[config.mk]
export PLATFORM = sky130hd
export DESIGN_NAME = cluster_boot_ctrl
export DESIGN_NICKNAME = d
export VERILOG_FILES = /design/src/rtl/cbc_pkg.sv /design/src/rtl/cbc_decode.sv /design/src/rtl/cbc_regs.sv /design/src/rtl/cbc_launch.sv /design/src/rtl/cluster_boot_ctrl.sv
export SDC_FILE = /design/constraint.sdc
export NUM_CORES = 1
export LEC_CHECK = 0
export ABC_AREA = 1
export CAP_MARGIN = 25
export CORE_ASPECT_RATIO = 0.7
export CORE_MARGIN = 2
export CORE_UTILIZATION = 27
export DETAILED_ROUTE_END_ITERATION = 10
export SYNTH_ARGS = -nofsm -noshare
export SYNTH_HDL_FRONTEND = slang
export SYNTH_HIERARCHICAL = 1
export SYNTH_SLANG_ARGS = --single-unit
[constraint.sdc]
create_clock -name clk -period 8.3 [get_ports clk]
set_input_delay 1.66 -clock clk [delete_from_list [all_inputs] [get_ports clk]]
set_output_delay 1.66 -clock clk [all_outputs]
set_load 0.1 [all_outputs]
[src/rtl/cbc_pkg.sv]
package cbc_pkg;

   localparam int MAX_CORES = 4;
   localparam int CORE_W    = 2;

   // register window offsets whose decode is behaviour (fixed map)
   localparam int OFF_CLUSTER = 'h000;
   localparam int OFF_GRP0    = 'h040;
   localparam int GRP_STRIDE  = 'h040;
   localparam int OFF_SYSRST  = 'h140;
   localparam int OFF_GATING  = 'h144;
   localparam int OFF_GENCTL  = 'h184;
   localparam int OFF_STANDBY = 'h1A0;
   localparam int OFF_ENTRY   = 'h1A4;
   localparam int OFF_DEBUG   = 'h1E4;
   localparam int OFF_CNTCTL  = 'h280;
   localparam int OFF_CNTLO   = 'h284;
   localparam int OFF_CNTHI   = 'h288;

   localparam logic [31:0] VAL_RELEASED = 32'h0000_0003;
   localparam logic [31:0] VAL_SMP      = 32'h0000_0001;
   localparam logic [31:0] VAL_ONE      = 32'h0000_0001;
   localparam logic [31:0] VAL_GATING   = 32'h0000_010F;

   typedef enum logic [2:0] {
      RK_CONST,
      RK_GEN,
      RK_STBY,
      RK_ENTRY,
      RK_LAUNCH,
      RK_UNIMP,
      RK_BAD
   } reg_kind_e;

   typedef struct packed {
      reg_kind_e          kind;
      logic [31:0]        cval;
      logic [CORE_W-1:0]  core;
   } dec_t;

endpackage

[src/rtl/cbc_decode.sv]
module cbc_decode
   import cbc_pkg::*;
#(
   parameter int NCORES      = 4,
   parameter int ADDR_W      = 10,
   parameter bit STRICT_SIZE = 1'b1
) (
   input  logic [ADDR_W-1:0] addr,
   input  logic [3:0]        be,
   output dec_t              dec
);

   logic [NCORES-1:0] hit_rel;
   logic [NCORES-1:0] hit_ctl;
   logic [NCORES-1:0] hit_sts;
   logic              size_bad;

   for (genvar i = 0; i < NCORES; i++) begin : g_grp
      localparam int BASE = OFF_GRP0 + GRP_STRIDE * i;
      assign hit_rel[i] = (addr == ADDR_W'(BASE));
      assign hit_ctl[i] = (addr == ADDR_W'(BASE + 4));
      assign hit_sts[i] = (addr == ADDR_W'(BASE + 8));
   end

   if (STRICT_SIZE) begin : g_strict
      assign size_bad = (be != 4'b1111);
   end else begin : g_loose
      assign size_bad = 1'b0;
   end

   always_comb begin
      dec = '{kind: RK_BAD, cval: '0, core: '0};
      if (|hit_rel) begin
         dec.kind = RK_LAUNCH;
         dec.cval = VAL_RELEASED;
         for (int i = 0; i < NCORES; i++) begin
            if (hit_rel[i]) dec.core = CORE_W'(i);
         end
      end else if (|hit_ctl) begin
         dec.kind = RK_CONST;
      end else if (|hit_sts) begin
         dec.kind = RK_CONST;
         dec.cval = VAL_SMP;
      end else begin
         case (addr)
            ADDR_W'(OFF_CLUSTER),
            ADDR_W'(OFF_SYSRST):  begin dec.kind = RK_CONST; dec.cval = VAL_ONE;    end
            ADDR_W'(OFF_GATING):  begin dec.kind = RK_CONST; dec.cval = VAL_GATING; end
            ADDR_W'(OFF_GENCTL):  dec.kind = RK_GEN;
            ADDR_W'(OFF_STANDBY): dec.kind = RK_STBY;
            ADDR_W'(OFF_ENTRY):   dec.kind = RK_ENTRY;
            ADDR_W'(OFF_DEBUG),
            ADDR_W'(OFF_CNTCTL),
            ADDR_W'(OFF_CNTLO),
            ADDR_W'(OFF_CNTHI):   dec.kind = RK_UNIMP;
            default:              dec.kind = RK_BAD;
         endcase
      end
      if (size_bad) begin
         dec = '{kind: RK_BAD, cval: '0, core: '0};
      end
   end

endmodule

[src/rtl/cbc_regs.sv]
module cbc_regs
   import cbc_pkg::*;
#(
   parameter int          DATA_W  = 32,
   parameter logic [31:0] GEN_RST = 32'h0000_0020
) (
   input  logic              clk,
   input  logic              rst_n,
   input  logic              we,
   input  reg_kind_e         kind,
   input  logic [DATA_W-1:0] wdata,
   output logic [DATA_W-1:0] gen_q,
   output logic [DATA_W-1:0] stby_q,
   output logic [DATA_W-1:0] entry_q
);

   always_ff @(posedge clk) begin
      if (!rst_n) begin
         gen_q   <= DATA_W'(GEN_RST);
         stby_q  <= '0;
         entry_q <= '0;
      end else if (we) begin
         case (kind)
            RK_GEN:   gen_q   <= wdata;
            RK_STBY:  stby_q  <= wdata;
            RK_ENTRY: entry_q <= wdata;
            default:  ;
         endcase
      end
   end

endmodule

[src/rtl/cbc_launch.sv]
module cbc_launch
   import cbc_pkg::*;
#(
   parameter int         NCORES  = 4,
   parameter int         DATA_W  = 32,
   parameter logic [1:0] BOOT_EL = 2'd3
) (
   input  logic              clk,
   input  logic              rst_n,
   input  logic              fire,
   input  logic [CORE_W-1:0] core_in,
   input  logic [DATA_W-1:0] addr_in,
   input  logic [NCORES-1:0] is64,
   input  logic              ack,
   output logic              valid,
   output logic [CORE_W-1:0] core,
   output logic [DATA_W-1:0] addr,
   output logic              aa64,
   output logic [1:0]        el
);

   logic sel64;

   always_comb begin
      sel64 = 1'b0;
      for (int i = 0; i < NCORES; i++) begin
         if (core_in == CORE_W'(i)) sel64 = is64[i];
      end
   end

   always_ff @(posedge clk) begin
      if (!rst_n) begin
         valid <= 1'b0;
         core  <= '0;
         addr  <= '0;
         aa64  <= 1'b0;
      end else if (fire) begin
         valid <= 1'b1;
         core  <= core_in;
         addr  <= addr_in;
         aa64  <= sel64;
      end else if (ack) begin
         valid <= 1'b0;
      end
   end

   assign el = BOOT_EL;

endmodule

[src/rtl/cluster_boot_ctrl.sv]
module cluster_boot_ctrl
   import cbc_pkg::*;
#(
   parameter int          NCORES      = 4,
   parameter int          ADDR_W      = 10,
   parameter int          DATA_W      = 32,
   parameter bit          STRICT_SIZE = 1'b1,
   parameter logic [31:0] GEN_RST     = 32'h0000_0020,
   parameter logic [1:0]  BOOT_EL     = 2'd3
) (
   input  logic              clk,
   input  logic              rst_n,
   input  logic              bus_req,
   input  logic              bus_wr,
   input  logic [ADDR_W-1:0] bus_addr,
   input  logic [3:0]        bus_be,
   input  logic [DATA_W-1:0] bus_wdata,
   output logic              bus_rdy,
   output logic [DATA_W-1:0] bus_rdata,
   input  logic [NCORES-1:0] core_is64,
   output logic              boot_valid,
   output logic [CORE_W-1:0] boot_core,
   output logic [DATA_W-1:0] boot_addr,
   output logic [1:0]        boot_el,
   output logic              boot_aa64,
   input  logic              boot_ack,
   output logic              unimp_flag,
   output logic              err_flag
);

   if (NCORES < 1 || NCORES > MAX_CORES) begin : g_bad_ncores
      $error("cluster_boot_ctrl: NCORES must be 1..4");
   end
   if (ADDR_W < 10) begin : g_bad_addr
      $error("cluster_boot_ctrl: ADDR_W must cover a 1 KiB window");
   end
   if (DATA_W != 32) begin : g_bad_data
      $error("cluster_boot_ctrl: DATA_W must be 32");
   end

   dec_t              dec;
   logic              launch_wr;
   logic              stall;
   logic              accept;
   logic              we;
   logic [DATA_W-1:0] gen_q, stby_q, entry_q;
   logic [DATA_W-1:0] rd_val;

   cbc_decode #(
      .NCORES(NCORES), .ADDR_W(ADDR_W), .STRICT_SIZE(STRICT_SIZE)
   ) u_dec (
      .addr(bus_addr), .be(bus_be), .dec(dec)
   );

   assign launch_wr = (dec.kind == RK_LAUNCH) && bus_wr && (|bus_wdata);
   assign stall     = launch_wr && boot_valid;
   assign accept    = bus_req && !bus_rdy && !stall;
   assign we        = accept && bus_wr;

   cbc_regs #(
      .DATA_W(DATA_W), .GEN_RST(GEN_RST)
   ) u_regs (
      .clk(clk), .rst_n(rst_n), .we(we), .kind(dec.kind), .wdata(bus_wdata),
      .gen_q(gen_q), .stby_q(stby_q), .entry_q(entry_q)
   );

   cbc_launch #(
      .NCORES(NCORES), .DATA_W(DATA_W), .BOOT_EL(BOOT_EL)
   ) u_launch (
      .clk(clk), .rst_n(rst_n), .fire(accept && launch_wr),
      .core_in(dec.core), .addr_in(entry_q), .is64(core_is64), .ack(boot_ack),
      .valid(boot_valid), .core(boot_core), .addr(boot_addr),
      .aa64(boot_aa64), .el(boot_el)
   );

   always_comb begin
      case (dec.kind)
         RK_CONST, RK_LAUNCH: rd_val = DATA_W'(dec.cval);
         RK_GEN:              rd_val = gen_q;
         RK_STBY:             rd_val = stby_q;
         RK_ENTRY:            rd_val = entry_q;
         default:             rd_val = '0;
      endcase
   end

   always_ff @(posedge clk) begin
      if (!rst_n) begin
         bus_rdy    <= 1'b0;
         bus_rdata  <= '0;
         unimp_flag <= 1'b0;
         err_flag   <= 1'b0;
      end else begin
         bus_rdy   <= accept;
         bus_rdata <= (accept && !bus_wr) ? rd_val : '0;
         if (accept && dec.kind == RK_UNIMP) unimp_flag <= 1'b1;
         if (accept && dec.kind == RK_BAD)   err_flag   <= 1'b1;
      end
   end

endmodule

==> summary.md <==
| Metric | Value |
|---|---|
| Outcome | complete, no violations |
| Vias per inst | about 4.5 |
| Post-synthesis sequential area ratio | between 40% and 50% |
| Met2 Use GR | between 20% and 30% |
| Rel. slew slack | between 30% and 40% |
| GRT overflow | 0 |
| Reg2reg path depth | 7 |
| Hold Crit Class | reg2reg |
| Final hold violation count | 0 |
| Number of max-cap violations | 0 |
| Most frequent cells after synthesis | nor2_1 (291), nand2_1 (210), dfxtp_1 (167) |
| Required time of the critical path | 8.64 ns |
| Combinational share of power | 5.9% |
| RSZ-0062 raised after global routing | no |
| Sw power | 0.000373 W |
| Cell variety after synth | 35 |
| Fin crit share | 65.7% |
| Worst reg2reg endpoint | u_regs/stby_q[14] |
| Fin nets | 1271 |
| Post-synth top area share | about two fifths |
| Worst-margin pin slew | 1.02 ns |
| Non-Filler Instances | approximately 1.6k |
| Finish-stage setup viols | 0 |
| Seq cells post-synth | roughly 170 |
| LEAKAGE | about 4.2 nW |
| Yosys warns | 6 |
| # diodes | 0 |
| Pre-CTS setup slack | between 2 and 2.5 ns |
| Post-route ant nets | 0 |
| HPWL after DPL | between 10000 and 15000 µm |
| Synth-to-layout area growth | 22.5% |
| Largest cells by area after synthesis | dfxtp_1 (42%), nor2_1 (14%), nand2_1 (9.8%) |
| Layout cells sized above 1 | under 10% |
| Critical path class | in2reg |
| CTS H-tree lvls | 4 |
| Root buffer cell | clkbuf_16 |
| Setup ws final | roughly 2.8 ns |
| Placer congestion estimate | 0.771 |
| Ys async rst share | 0% |
| Remaining DRCs | 0 |
| Final-report max-slew violation count | 0 |
| Type of origin of the critical path | primary input |
| Top-count cell post-synth | nor2_1 |
| Initial antenna violation count | 0 |
| Power Internal | about 0.0013 W |
| Post-synth top area cell | dfxtp_1 |
| DR WL/cell | ~15 µm |
| Post-layout power | about 0.0016 W |
| Clk pwr share | about 45% |
| CP arrival | just under 6 ns |
| Hold EP | unimp_flag |
| Die Ht | around 150 µm |
| Routed WL | between 20000 and 25000 µm |
| Total GRT Usage | 15.3% |
| Buffers added on ports | between 100 and 150 |
| Largest net degree at the start of global routing | between 80 and 90 |
| Cell Pwr Density | 166 nW/µm² |
| # IOs | about 130 |
| Vias | between 7k and 8k |
| Met3 Use GR | about 2.7% |
| Clk_lat worst skew | ~0.43 ns |
| Area of the mapped netlist | roughly 8000 µm² |
| Max VDD drop | 0.138 mV |
| Hold depth | 2 |
| Hold path startpoint | unimp_flag |
| Post-Route Setup TNS | 0 ns |
| Initial core utilization | between 20 and 30% |
| EDFF count, synth | 0 |
| DRT iter0 DRCs | around 550 |
| Max Fclk | roughly 180 MHz |
| Die ar. | 31100 µm² |
| CTS clock-pin slew for the worst setup and hold paths | ~0.060 ns |
| Post_cts resized | 0 |
| First-pass GRT wire length | 37200 µm |
| Prevailing post-synth register cell | dfxtp_1 |
| Grt met1 use | between 20% and 30% |
| Register-to-register setup slack | 6.02 ns |
| First-pass DRT Iterations | 5 |
| Mean post-synth cell area | 7.09 µm² |
| Reg power frac | 49.3% |
| Die Wd | about 210 µm |
| Gr busiest metal | met2 |
| Post-CTS setup buffer count | 0 |
| Post-Synthesis Cells | 1131 |
| TritonCTS clock tree | done |
| Sink Count | ~170 |
| Clk_skew | 0.00539 ns |
| CP Capture Type | flip-flop |
| Buffer depth of the longest clock path | 2 |
| Critical Path Fanout Max | 35 |
| Inst Count DP | 1574 |
| Sw frac | between 20% and 30% |
| Util after Layout | between 30% and 40% |
| Rows | between 50 and 60 |
| CTS buffer count | 17 |
| CTS Hold Bufs | 0 |
| Total core area | slightly below 30000 µm² |
| Vias in the first global route | about 6.7k |
| Min cycle time layout | ~5.5 ns |
| FF-to-FF Start | bus_rdy |
==> power by group through the flow <==
stage	Clock, W	Sequential (W)	Combinational [W]
2_1_floorplan	0	0.000827	0.0000569
3_3_place_gp	0	0.000821	0.0000946
3_5_place_dp	0	0.000821	0.0000953
4_1_cts	0.000754	0.000803	0.0000956
5_1_grt	0.000788	0.000802	0.000105
6_report	0.000731	0.000803	0.0000955
==> through the flow <==
step / hold slack [ns] / instance area (µm²)
global placement: 0.434 / 9290
floorplan: 0.442 / 8130
global route: 0.485 / 9830
finish: 0.447 / 9830
detailed placement: 0.439 / 9290
CTS: 0.448 / 9810
==> sequential cells by signal (all words and copies together) (netlist names) <==
signal	count
u_launch/addr	32
u_launch/core	2
u_regs/gen_q	32
err_flag	1
u_launch/valid	1
bus_rdata	32
bus_rdy	1
unimp_flag	1
u_regs/stby_q	32
u_launch/aa64	1
u_regs/entry_q	32
==> worst max path at each step <==
stage                start                 end  slack, ns  cells after the start
2_1_floorplan  bus_addr[2]  u_regs/entry_q[22]       4.35                     17
3_3_place_gp   bus_addr[2]     u_regs/gen_q[5]       2.50                     17
3_5_place_dp   bus_addr[2]     u_regs/gen_q[8]       2.33                     17
4_1_cts        bus_addr[2]     u_regs/gen_q[8]       2.78                     17
5_1_grt        bus_addr[2]       bus_rdata[10]       2.57                     12
6_report       bus_addr[2]        bus_rdata[9]       2.85                     12
==> cell families after synthesis <==
group	Yosys count	share of synthesized area, %
flip-flops	167	41.7
buffers and inverters	180	12.1
AND/OR/NAND/NOR	706	38.3
other	2	0.0936
AO/OA/AOI/OAI	76	7.84
==> layer usage <==
| layer | vias up | wire length [µm] |
|---|---|---|
| li1 | 3698 | - |
| met3 | 19 | 1260 |
| met2 | 188 | 10300 |
| met4 | 0 | 230 |
| met1 | 3326 | 11600 |
| met5 | - | 0 |
==> worst max-delay path, stage by stage <==
cell and delay, ns:
clkdlybuf4s50_1 0.52, inv_1 0.08, nand3_2 0.16, nor3_2 0.07, nor2_2 0.19, nand3_1 0.15, a21oi_1 0.71, inv_2 0.57
nor3_4 0.81, buf_4 0.48, a221oi_1 0.13, nor2_1 0.23
==> cell usage in the layout, fill, tap and decap left out, drive strengths merged <==
cell type / netlist / layout
nand3: 140 / 140
clkdlybuf4s50: 0 / 124
and2: 2 / 2
o21ai: 37 / 37
dfxtp: 167 / 167
o22ai: 1 / 1
clkbuf: 12 / 21
buf: 86 / 13
nor3: 10 / 10
nor4: 1 / 1
inv: 82 / 82
a21oi: 5 / 5
nand3b: 1 / 1
a21boi: 1 / 1
clkinv: 0 / 5
nor2: 333 / 333
bufinv: 0 / 1
conb: 2 / 29
a221oi: 32 / 32
nand4: 6 / 6
nand2: 213 / 213
==> final cells by class <==
cell class	instances	area, µm²
multi-input combinational	811	3830
clock inverter	6	55.1
tap	378	473
timing repair buffer	137	1350
inverter	82	315
clock buffer	21	460
sequential	167	3340
fill	3072	19300
Note: power is estimated with default switching activity, not from simulation.
